File: src/rtl/cmdisp_pkg.sv
package cmdisp_pkg;

    localparam int CMD_W = 16;
    localparam int DEP_W = 32;

    typedef enum logic [3:0] {
        OP_OUT_MORE = 4'd0,
        OP_OUT_LAST = 4'd1,
        OP_IN_MORE  = 4'd2,
        OP_IN_LAST  = 4'd3,
        OP_STORE_WD = 4'd4,
        OP_LOAD_WD  = 4'd5,
        OP_NOP      = 4'd6,
        OP_STOP     = 4'd7
    } op_e;

    localparam logic [2:0] KEY_STREAM_TOP = 3'd3;
    localparam logic [2:0] KEY_FORBIDDEN  = 3'd4;
    localparam logic [2:0] KEY_REG_BASE   = 3'd5;
    localparam logic [2:0] KEY_SYS        = 3'd6;

    typedef struct packed {
        logic kill;
        logic stop_go;
        logic nop_go;
        logic st_go;
        logic ld_go;
        logic in_go;
        logic out_go;
    } act_t;

    typedef enum logic [1:0] {
        SZ_1 = 2'd0,
        SZ_2 = 2'd1,
        SZ_4 = 2'd2
    } wsz_e;

    // highest set bit of the 3-bit code wins
    function automatic wsz_e norm_size(input logic [2:0] code);
        if (code[2])      return SZ_4;
        else if (code[1]) return SZ_2;
        else              return SZ_1;
    endfunction

    function automatic logic [DEP_W-1:0] store_lane(input logic [DEP_W-1:0] dep,
                                                     input wsz_e sz);
        case (sz)
            SZ_4:    return dep;
            SZ_2:    return {16'h0000, dep[31:16]};
            default: return {24'h000000, dep[31:24]};
        endcase
    endfunction

    function automatic logic [DEP_W-1:0] merge_lane(input logic [DEP_W-1:0] dep,
                                                     input logic [DEP_W-1:0] rd,
                                                     input wsz_e sz);
        case (sz)
            SZ_4:    return rd;
            SZ_2:    return {rd[15:0], dep[15:0]};
            default: return {rd[7:0], dep[23:0]};
        endcase
    endfunction

endpackage

File: src/rtl/cmd_decode.sv
module cmd_decode
    import cmdisp_pkg::*;
#(
    parameter int ADDR_W = 32,
    parameter int CNT_W  = 16
) (
    input  logic [CMD_W-1:0]  cmd,
    input  logic [CNT_W-1:0]  cnt,
    input  logic [ADDR_W-1:0] addr,
    output act_t              act,
    output logic [ADDR_W-1:0] xaddr,
    output logic [CNT_W-1:0]  xlen,
    output logic              last,
    output logic              is_word,
    output wsz_e              wsz
);
    op_e        op;
    logic [2:0] key;
    logic [2:0] eff_key;
    logic       data_bad;
    logic       word_bad;

    assign op      = op_e'(cmd[15:12]);
    assign key     = cmd[10:8];
    assign wsz     = norm_size(cnt[2:0]);
    // stream keys fold onto the system key for word commands
    assign eff_key = (key < KEY_REG_BASE) ? KEY_SYS : key;

    assign data_bad = (key == KEY_FORBIDDEN) || (key > KEY_STREAM_TOP) ||
                      (addr == '0);
    assign word_bad = (key == KEY_FORBIDDEN) || (eff_key != KEY_SYS);

    always_comb begin
        act     = '0;
        xaddr   = addr;
        xlen    = cnt;
        last    = 1'b0;
        is_word = 1'b0;
        case (op)
            OP_OUT_MORE, OP_OUT_LAST: begin
                if (data_bad) act.kill   = 1'b1;
                else          act.out_go = 1'b1;
                last = (op == OP_OUT_LAST);
            end
            OP_IN_MORE, OP_IN_LAST: begin
                if (data_bad) act.kill  = 1'b1;
                else          act.in_go = 1'b1;
                last = (op == OP_IN_LAST);
            end
            OP_LOAD_WD, OP_STORE_WD: begin
                is_word = 1'b1;
                case (wsz)
                    SZ_4: begin
                        xaddr = {addr[ADDR_W-1:2], 2'b00};
                        xlen  = CNT_W'(4);
                    end
                    SZ_2: begin
                        xaddr = {addr[ADDR_W-1:1], 1'b0};
                        xlen  = CNT_W'(2);
                    end
                    default: xlen = CNT_W'(1);
                endcase
                if (word_bad)               act.kill  = 1'b1;
                else if (op == OP_LOAD_WD)  act.ld_go = 1'b1;
                else                        act.st_go = 1'b1;
            end
            OP_NOP:  act.nop_go  = 1'b1;
            OP_STOP: act.stop_go = 1'b1;
            default: act = '0;
        endcase
    end

endmodule

File: src/rtl/word_lane.sv
module word_lane
    import cmdisp_pkg::*;
(
    input  logic [DEP_W-1:0] st_dep,
    input  wsz_e             st_sz,
    input  logic [DEP_W-1:0] ld_dep,
    input  logic [DEP_W-1:0] ld_rd,
    input  wsz_e             ld_sz,
    output logic [DEP_W-1:0] st_val,
    output logic [DEP_W-1:0] ld_val
);
    assign st_val = store_lane(st_dep, st_sz);
    assign ld_val = merge_lane(ld_dep, ld_rd, ld_sz);
endmodule

File: src/rtl/desc_cmd_dispatch.sv
module desc_cmd_dispatch
    import cmdisp_pkg::*;
#(
    parameter int ADDR_W = 32,
    parameter int CNT_W  = 16
) (
    input  logic              clk,
    input  logic              rst,
    input  logic              run,
    input  logic              active,
    input  logic              fetch_valid,
    input  logic [15:0]       cmd_word,
    input  logic [CNT_W-1:0]  req_cnt,
    input  logic [ADDR_W-1:0] data_addr,
    input  logic [31:0]       dep_in,
    input  logic              xfer_done,
    input  logic [31:0]       load_data,
    output logic              out_go,
    output logic              in_go,
    output logic              ld_go,
    output logic              st_go,
    output logic              nop_go,
    output logic              stop_go,
    output logic              kill,
    output logic              xfer_last,
    output logic [ADDR_W-1:0] xfer_addr,
    output logic [CNT_W-1:0]  xfer_len,
    output logic [31:0]       store_data,
    output logic [8:0]        ctl_bits,
    output logic              wake_clr,
    output logic              busy,
    output logic              cmpl,
    output logic              cmpl_may_branch,
    output logic [31:0]       dep_out,
    output logic              dep_we
);
    act_t              dec_act;
    logic [ADDR_W-1:0] dec_addr;
    logic [CNT_W-1:0]  dec_len;
    logic              dec_last;
    logic              dec_word;
    wsz_e              dec_sz;

    act_t              act_q;
    logic              busy_q;
    logic              pend_load;
    logic              pend_word;
    wsz_e              sz_q;
    logic [DEP_W-1:0]  dep_q;
    logic [DEP_W-1:0]  st_val;
    logic [DEP_W-1:0]  ld_val;
    logic              accept;
    logic              engine_op;

    cmd_decode #(.ADDR_W(ADDR_W), .CNT_W(CNT_W)) u_dec (
        .cmd     (cmd_word),
        .cnt     (req_cnt),
        .addr    (data_addr),
        .act     (dec_act),
        .xaddr   (dec_addr),
        .xlen    (dec_len),
        .last    (dec_last),
        .is_word (dec_word),
        .wsz     (dec_sz)
    );

    word_lane u_lane (
        .st_dep (dep_in),
        .st_sz  (dec_sz),
        .ld_dep (dep_q),
        .ld_rd  (load_data),
        .ld_sz  (sz_q),
        .st_val (st_val),
        .ld_val (ld_val)
    );

    assign accept    = fetch_valid && run && active && !busy_q;
    assign engine_op = dec_act.out_go || dec_act.in_go ||
                       dec_act.ld_go  || dec_act.st_go;

    always_ff @(posedge clk) begin
        if (rst) begin
            act_q           <= '0;
            busy_q          <= 1'b0;
            pend_load       <= 1'b0;
            pend_word       <= 1'b0;
            sz_q            <= SZ_1;
            dep_q           <= '0;
            xfer_last       <= 1'b0;
            xfer_addr       <= '0;
            xfer_len        <= '0;
            store_data      <= '0;
            ctl_bits        <= '0;
            wake_clr        <= 1'b0;
            cmpl            <= 1'b0;
            cmpl_may_branch <= 1'b0;
            dep_out         <= '0;
            dep_we          <= 1'b0;
        end else begin
            act_q    <= '0;
            wake_clr <= 1'b0;
            cmpl     <= 1'b0;
            dep_we   <= 1'b0;
            if (accept) begin
                act_q      <= dec_act;
                wake_clr   <= 1'b1;
                xfer_last  <= dec_last;
                xfer_addr  <= dec_addr;
                xfer_len   <= dec_len;
                store_data <= st_val;
                ctl_bits   <= {cmd_word[11], cmd_word[7:0]};
                if (engine_op) begin
                    busy_q    <= 1'b1;
                    pend_load <= dec_act.ld_go;
                    pend_word <= dec_word;
                    sz_q      <= dec_sz;
                    dep_q     <= dep_in;
                end
            end else if (busy_q && xfer_done) begin
                busy_q          <= 1'b0;
                cmpl            <= 1'b1;
                cmpl_may_branch <= !pend_word;
                if (pend_load) begin
                    dep_out <= ld_val;
                    dep_we  <= 1'b1;
                end
            end
        end
    end

    assign out_go  = act_q.out_go;
    assign in_go   = act_q.in_go;
    assign ld_go   = act_q.ld_go;
    assign st_go   = act_q.st_go;
    assign nop_go  = act_q.nop_go;
    assign stop_go = act_q.stop_go;
    assign kill    = act_q.kill;
    assign busy    = busy_q;

    AST_ONEHOT_ACTION: assert property (@(posedge clk) disable iff (rst)
        $onehot0({kill, stop_go, nop_go, st_go, ld_go, in_go, out_go}));

    AST_NO_ISSUE_WHILE_BUSY: assert property (@(posedge clk) disable iff (rst)
        busy |=> !(out_go || in_go || ld_go || st_go || nop_go || stop_go || kill));

    AST_WORD_SIZE_LEGAL: assert property (@(posedge clk) disable iff (rst)
        (ld_go || st_go) |-> (xfer_len == CNT_W'(1) || xfer_len == CNT_W'(2) ||
                              xfer_len == CNT_W'(4)));

    AST_WORD_ALIGNED: assert property (@(posedge clk) disable iff (rst)
        (ld_go || st_go) |-> ((xfer_len != CNT_W'(4) || xfer_addr[1:0] == 2'b00) &&
                              (xfer_len != CNT_W'(2) || xfer_addr[0] == 1'b0)));

    AST_KILL_IDLE: assert property (@(posedge clk) disable iff (rst)
        kill |-> !busy);

    AST_DEP_WRITE_AFTER_BUSY: assert property (@(posedge clk) disable iff (rst)
        dep_we |-> ($past(busy) && cmpl));

    AST_CMPL_SINGLE: assert property (@(posedge clk) disable iff (rst)
        cmpl |=> !cmpl);

endmodule

File: config.mk
export PLATFORM = sky130hd
export DESIGN_NAME = desc_cmd_dispatch
export DESIGN_NICKNAME = d
export VERILOG_FILES = /design/src/rtl/cmdisp_pkg.sv /design/src/rtl/cmd_decode.sv /design/src/rtl/word_lane.sv /design/src/rtl/desc_cmd_dispatch.sv
export SDC_FILE = /design/constraint.sdc
export NUM_CORES = 1
export LEC_CHECK = 0
export ABC_AREA = 0
export BUFFER_PORTS_ARGS = -buffer_cell sky130_fd_sc_hd__buf_2
export CAP_MARGIN = 15
export CORE_MARGIN = 2
export CORE_UTILIZATION = 40
export DETAILED_ROUTE_END_ITERATION = 7
export MAX_ROUTING_LAYER = met4
export PLACE_DENSITY = 0.68
export SLEW_MARGIN = 40
export SYNTH_ARGS = -nofsm -noshare
export SYNTH_HDL_FRONTEND = slang
export SYNTH_HIERARCHICAL = 1
export SYNTH_SLANG_ARGS = --single-unit
File: constraint.sdc
create_clock -name clk -period 2.8 [get_ports clk]
set_input_delay 0.7 -clock clk [delete_from_list [all_inputs] [get_ports clk]]
set_output_delay 0.7 -clock clk [all_outputs]
set_load 0.005 [all_outputs]
### Word level (Yosys, flattened, before mapping)

Cells that the tools add are included.
Widths: inputs -> output; s select.

| word-level totals | value |
|---|---|
| output and inout port bits | 134 |
| flip-flop bits (word level) | 162 |
| input port bits | 134 |

| cells by class | value |
|---|---|
| equality and inequality tests | 14 |
| reductions and logical operators | 26 |
| bitwise logic cells | 2 |
| multiplexer cells | 29 |
| order comparisons | 2 |

Operators with widths:

| kind | count |
|---|---|
| $pmux 32 s2 | 2 |
| $logic_not 32->1 | 1 |
| $mux 1 | 17 |
| $eq 4x3->1 const B | 4 |
| $mux 16 | 1 |
| $reduce_or 2->1 | 5 |
| $eq 4x2->1 const B | 2 |
| $mux 2 | 4 |
| $logic_or 1x1->1 | 6 |
| $pmux 3 s2 | 1 |
| $reduce_and 2->1 | 3 |
| $eq 2x1->1 const B | 2 |
| $eq 2x2->1 const B | 2 |
| $eq 4x1->1 const B | 1 |
| $logic_and 1x1->1 | 4 |
| $logic_not 4->1 | 1 |
| $pmux 1 s2 | 2 |
| $pmux 2 s2 | 1 |
| $reduce_or 4->1 | 1 |
| $eq 3x3->1 const B | 1 |
| $gt 3x2->1 const B | 1 |
| $lt 3x3->1 const B | 1 |
| $mux 3 | 1 |
| $ne 3x3->1 const B | 1 |
| other kinds (6) | 8 |

### Logic depth before layout (Yosys ltp)

Gate-level depths: netlist of run 1.

| depth | value |
|---|---|
| depth after elaboration | 10 |
| mapped depth | 9 |
| mapped depth without buffers | 8 |

### Modules after synthesis

Netlist of run 1, hierarchy kept.

By module, submodules not included:

| module | area each (um^2) | instances | sequential area each (um^2) | cells each |
|---|---|---|---|---|
| desc_cmd_dispatch | 5,680.4 | 1 | 3,403.3 | 535 |
| word_lane | 918.4 | 1 | 0.0 | 149 |
| cmd_decode | 566.8 | 1 | 0.0 | 84 |

### Worst setup path after synthesis of run 1

Ideal clock, no wire load.

| path | value |
|---|---|
| path kind | input to register |
| from | in data_addr[24] |
| to | reg dep_q[10] |
| stages on the path | 8 |
| path buffers | 1 |
| slack | 0.612 ns |
| data arrival time | 2.118 ns |
| cells stage by stage | nor4_2 -> nand4_1 -> nor2_2 -> nor3_1 -> nor4_4 -> clkbuf_2 -> o21ai_0 -> a21oi_1 |

RTL lines:

| item | line | RTL |
|---|---|---|
| from (decl) | desc_cmd_dispatch.sv:14 | `input logic [ADDR_W-1:0] data_addr,` |
| to (signal assigned) | desc_cmd_dispatch.sv:117 | `dep_q <= dep_in;` |
| to (decl) | desc_cmd_dispatch.sv:49 | `logic [DEP_W-1:0] dep_q;` |

==> reports/metrics.csv, run 1 <==
stage;metric;value;unit
timing;worst_pin_slew;0.7396;ns
flow_run;maxCapViolCount;0;
pwr;p_leak;0.003876;µW
worst_setup_path;crit_arrival;2.51;ns
worst_setup_path;cp_cell_sequence;buf_2 -> nor4_1 -> nand4_1 -> nor2_2 -> nor3_1 -> nor4_4 -> buf_12 -> nand3b_1 -> a21oi_1;
worst_setup_path;cpMaxStageDelayCell;nor4_1;
grt;grt_max_degree;99;
timing;hold_viol_final;0;
place;dp_hpwl;13.95;mm
floorplanning;num_rows;47;
logic_synthesis;avgSynthCellArea;9.328;µm²
worst_setup_path;critPathKind;input port to flop;
pwr;p_clk_share;45.5;%
drt;drc;0;
hold_path;holdCritStartpoint;dep_out[0];
place;placed_cells;1141;
timing;drv_slew;0;
floorplanning;num_io_pins;268;
cts;cts_buffer_depth;2;
grt;grt_pass1_wl;29.88;mm
worst_setup_path;start_kind;input port;
cells_and_area;areaGrowthSynthToFinish;26.10;%
cells_and_area;instances_no_fill;1175;
status;status;complete, no violations;
drt;drtIter0Drc;398;
timing;finalCriticalPeriod;2.245;ns
cts;cts_sinks;162;
logic_synthesis;yosysWarnings;6;
cts;postCtsHoldBufs;0;
pwr;vdd_drop_max;0.4650;mV
pwr;p_sw_share;23.98;%
worst_setup_path;max_stage_delay;0.42;ns
worst_setup_path;cp_max_fo;56;
cts;cts_setup_buffers;0;
cts;clk_pin_slew_worst_paths;0.06;ns
pwr;seq_power_share;45.9;%
logic_synthesis;netlist_area;6865;µm²
timing;fmax;445.4;MHz
floorplanning;die_h;135.0;µm
worst_setup_path;required;3.07;ns
grt;grt_pass1_vias;5587;
floorplanning;die_width;135.0;µm
pwr;p_per_area;596.5;nW/µm²
cts;cts_resized;0;
pwr;pwr-share-comb;8.6;%
cells_and_area;drive_above_1_share;34.52;%
timing;fin_skew;0.01056;ns
timing;rsz0062_at_grt;false;
cts;clk_latency;0.42;ns
pwr;netSwitchingPower;1238;µW
floorplanning;core_area;16700;µm²
grt;track_usage;21.62;%
hold_path;holdCritPathClass;flop to flop;
logic_synthesis;syn_inst;736;
worst_setup_path;r2r-start;sz_q[0];
timing;whs;0.4512;ns
place;io_buffers;267;
drt;drt_wl_total;19.74;mm
cts;cts-root-buf;clkbuf_16;
floorplanning;dieArea;18230;µm²
cts;cts_tree;yes;
cts;cts_made_buffers;17;
cts;htree_num_levels;4;
pwr;intPower;3926;µW
grt;antenna_found_initial;2;
timing;fin_tns_setup;0;ns
worst_setup_path;startpoint;data_addr[0];
drt;vias;6125;
drt;firstDrtPassIters;5;
timing;slew_headroom;50.69;%
worst_setup_path;cp-end-kind;flop;
place;gp_congestion;0.7881;
drt;ant_nets;0;
floorplanning;initial_core_util;41.11;%
timing;fin_crit_sh;80.19;%
cells_and_area;final_nets;1079;
grt;grt_overflow;0;
logic_synthesis;synth_fp_nets;875;
drt;detail_route.wl_per_cell;16.80;µm
drt;via_per_inst;5.213;
cells_and_area;post-route-util;51.84;%
timing;setup_violations;0;
[routing by layer]
| metal | vias to the layer above | part of all wire, % | track usage, % |
|---|---|---|---|
| met5 | - | 0 | - |
| met4 | 0 | 1.7 | 6.713 |
| met3 | 24 | 7.0 | 5.068 |
| met2 | 240 | 44 | 31.73 |
| met1 | 2851 | 47 | 29.57 |
| li1 | 3010 | - | - |
[final cells by class]
type	instances	area, µm²
multi-input combinational	469	2967
inverter	6	22.52
clock inverter	13	150.1
timing repair buffer	284	1541
clock buffer	19	452.9
fill	1602	8044
tap	220	275.3
antenna	2	5.005
sequential	162	3243
[critical path: cells and delay by family]
family | cells | cell delay, ns
compound gates | 1 | 0.07
buf+inv | 2 | 0.35
simple gates | 6 | 1.37
[metrics by stage]
step	area [µm²]	total power [µW]	setup slack (ns)
after floorplan	6865	2675	0.6273
final	8657	5164	0.5546
after global routing	8657	5371	0.4432
after detailed placement	8049	2866	0.1227
after CTS	8652	5232	0.5723
after global placement	7994	2852	0.1607
[cell usage in the layout (no fill, tap or decap), drive strengths merged, types with 3 or more instances in the layout]
cell type and instances:
buf 284, dfxtp 162, a22o 106, nand2 98
a21oi 62, o21ai 54, and2 37, a22oi 32
nand3b 27, clkbuf 19, nor2 17, inv 10
nor4 9, ha 5, clkinv 5, and3 3
nand2b 3, nor2b 3
[registers in the layout, indices dropped and copies added (netlist names), 2 cells and up]
signal      count
dep_out        32
store_data     32
xfer_addr      32
dep_q          24
xfer_len       16
ctl_bits        9
sz_q            2
[power groups by stage]
stage	logic [µW]	clock network [µW]	registers (µW)
3_5_place_dp	446	0	2420
4_1_cts	447	2420	2370
3_3_place_gp	432	0	2420
6_report	447	2350	2370
2_1_floorplan	253	0	2420
5_1_grt	487	2510	2370
[final timing paths]
path | end | slack (ns) | cells after the start
min | dep_out[0] | 0.45 | 2
min reg2reg | dep_out[0] | 0.45 | 2
max reg2reg | dep_out[11] | 0.80 | 8
max | dep_q[2] | 0.55 | 9
No activity file was read; power rests on OpenSTA's default activity.
==> run 2: changes to the inputs <==
Settings changed: ABC_AREA 0 to 1, PLACE_DENSITY 0.68 to 0.67.
Clock period 2.8 ns to 2.1 ns, I/O delays scaled along.
==> run 2 against run 1 <==
Against the previous run: via count grew 19%; clock skew is 0.0040 ns higher; sequential power increased by 34%; critical path depth down 1; synthesized cell count up 53%; total power grew 37%; non-clock buffer count shrank 4; routed wire length grew 7.3%; combinational power rose by 47%; critical path type is now flop to flop; highest routed layer unchanged.
==> reports/metrics.csv, run 2 <==
stage;metric;value;unit
pwr;p_clk_share;45.9;%
worst_setup_path;max_stage_delay;0.46;ns
grt;antenna_found_initial;3;
cts;postCtsHoldBufs;0;
cells_and_area;final_nets;1467;
pwr;pwr-share-comb;9.3;%
worst_setup_path;cp.buffers_inverters;2;
timing;hold_viol_final;0;
place;io_buffers;267;
place;dp_hpwl;15.01;mm
floorplanning;die_width;140.5;µm
hold_path;hold_depth;3;
hold_path;holdCritPathClass;input port to flop;
worst_setup_path;crit_arrival;2.05;ns
timing;fin_skew;0.01456;ns
cts;cts_buffer_depth;2;
timing;whs;0.2743;ns
grt;grt_max_degree;92;
status;status;complete, no violations;
cts;cts-root-buf;clkbuf_16;
cts;clk_latency;0.43;ns
worst_setup_path;cpMaxStageDelayCell;ha_1;
logic_synthesis;netlist_area;7451;µm²
floorplanning;core_area;18150;µm²
cts;cts_sinks;162;
floorplanning;initial_core_util;41.06;%
worst_setup_path;startpoint;sz_q[0];
pwr;p_per_area;765.2;nW/µm²
floorplanning;num_io_pins;268;
cts;cts_resized;0;
cells_and_area;drive_above_1_share;25.50;%
grt;track_usage;21.66;%
cts;cts_setup_buffers;0;
timing;finalCriticalPeriod;1.728;ns
cts;clk_pin_slew_worst_paths;0.07;ns
drt;ant_nets;0;
timing;worst_pin_slew;0.6602;ns
cells_and_area;reg_top3;dep_out x32, store_data x32, xfer_addr x32;
drt;drc;0;
cells_and_area;layout_commonest_cell;nand2_1;
cts;cts_tree;yes;
cells_and_area;final_cell_mix;nand2_1, buf_2, dfxtp_1;
pwr;netSwitchingPower;1871;µW
floorplanning;num_rows;49;
drt;detail_route.wl_per_cell;13.46;µm
worst_setup_path;cp-end-kind;flop;
worst_setup_path;cp_cell_sequence;inv_1 -> ha_1 -> inv_6 -> nand2_8 -> nand2_1 -> nand2_1 -> nor2_1 -> nor2_1;
floorplanning;die_h;140.5;µm
cells_and_area;areaGrowthSynthToFinish;24.06;%
worst_setup_path;r2r_cells;8;
logic_synthesis;avgSynthCellArea;6.617;µm²
grt;grt_pass1_vias;6461;
drt;drt_wl_total;21.18;mm
timing;setup_violations;0;
drt;drtIter0Drc;389;
worst_setup_path;cp_max_fo;33;
drt;vias;7318;
pwr;seq_power_share;44.8;%
flow_run;maxCapViolCount;0;
timing;rsz0062_at_grt;false;
timing;slew_headroom;55.99;%
grt;grt_pass1_wl;32.95;mm
worst_setup_path;path_depth;8;
pwr;vdd_drop_max;0.5296;mV
pwr;p_leak;0.005289;µW
worst_setup_path;required;2.42;ns
logic_synthesis;synth_fp_nets;1265;
timing;drv_slew;0;
pwr;intPower;5202;µW
worst_setup_path;crit_family;adder cells;
drt;firstDrtPassIters;5;
timing;fin_crit_sh;82.28;%
worst_setup_path;critPathKind;flop to flop;
drt;via_per_inst;4.649;
floorplanning;dieArea;19730;µm²
pwr;p_sw_share;26.45;%
timing;fmax;578.7;MHz
logic_synthesis;yosysWarnings;6;
cts;htree_num_levels;4;
place;placed_cells;1538;
cts;cts_made_buffers;17;
cells_and_area;post-route-util;50.94;%
worst_setup_path;start_kind;flop;
logic_synthesis;syn_inst;1126;
cells_and_area;instances_no_fill;1574;
cells_and_area;n_fill_cell;1868;
hold_path;holdCritStartpoint;cmd_word[7];
grt;grt_overflow;0;
place;gp_congestion;0.8945;
worst_setup_path;r2r-start;sz_q[0];
## run 2: cell types whose count changed in the layout (fill, tap and decap cells not counted), sizes merged, moves of 18 or more
cell and delta:
a21oi -21, a22o -106, a22oi -32, and2 -37, inv +85, nand2 +379, nand3 +75, nand3b -27
nor2 +120, o21ai -18
## run 2: worst paths after layout
| path | endpoint | slack, ns |
|---|---|---|
| hold reg to reg | cmpl_may_branch | 0.45 |
| setup reg to reg | dep_out[0] | 0.37 |
| hold / removal | ctl_bits[7] | 0.27 |
| setup / recovery | dep_out[0] | 0.37 |
## run 2: per-layer routing
| metal | up-vias | GRT usage (%) | part of all wire (%) |
|---|---|---|---|
| li1 | 3794 | - | - |
| met1 | 3191 | 29.04 | 46 |
| met2 | 305 | 31.48 | 44 |
| met3 | 28 | 5.436 | 7.9 |
| met4 | 0 | 8.421 | 2.0 |
| met5 | - | - | 0 |
## run 2: final cells by class
cell class                 count  area (µm²)  share of cell area, %
sequential                   162        3243                  35.08
inverter                      88       337.8                  3.655
clock inverter                15       193.9                  2.098
multi-input combinational    779        3276                  35.44
timing repair buffer         280        1471                  15.92
antenna                        4       10.01                 0.1083
tap                          229       286.5                  3.100
clock buffer                  17       425.4                  4.602
## run 2: worst min-delay path: cells and delay by family
family        cells  cell delay [ns]
simple gates      2             0.08
buf+inv           1             0.07
## run 2: power by group through the flow
stage | combinational (µW) | sequential, µW | clock (µW)
floorplan | 394 | 3240 | 0
global placement | 655 | 3230 | 0
detailed placement | 657 | 3230 | 0
CTS | 659 | 3170 | 3330
global route | 737 | 3170 | 3440
finish | 658 | 3170 | 3250
## run 2: stage by stage
step	setup TNS (ns)	instance area [µm²]	total power (µW)	worst slack, ns
3_5_place_dp	-0.008420	8615	3891	-0.006766
6_report	0	9244	7073	0.3721
2_1_floorplan	0	7451	3632	0.2868
4_1_cts	0	9234	7154	0.3526
5_1_grt	0	9241	7352	0.2424
3_3_place_gp	0	8615	3890	0.04657
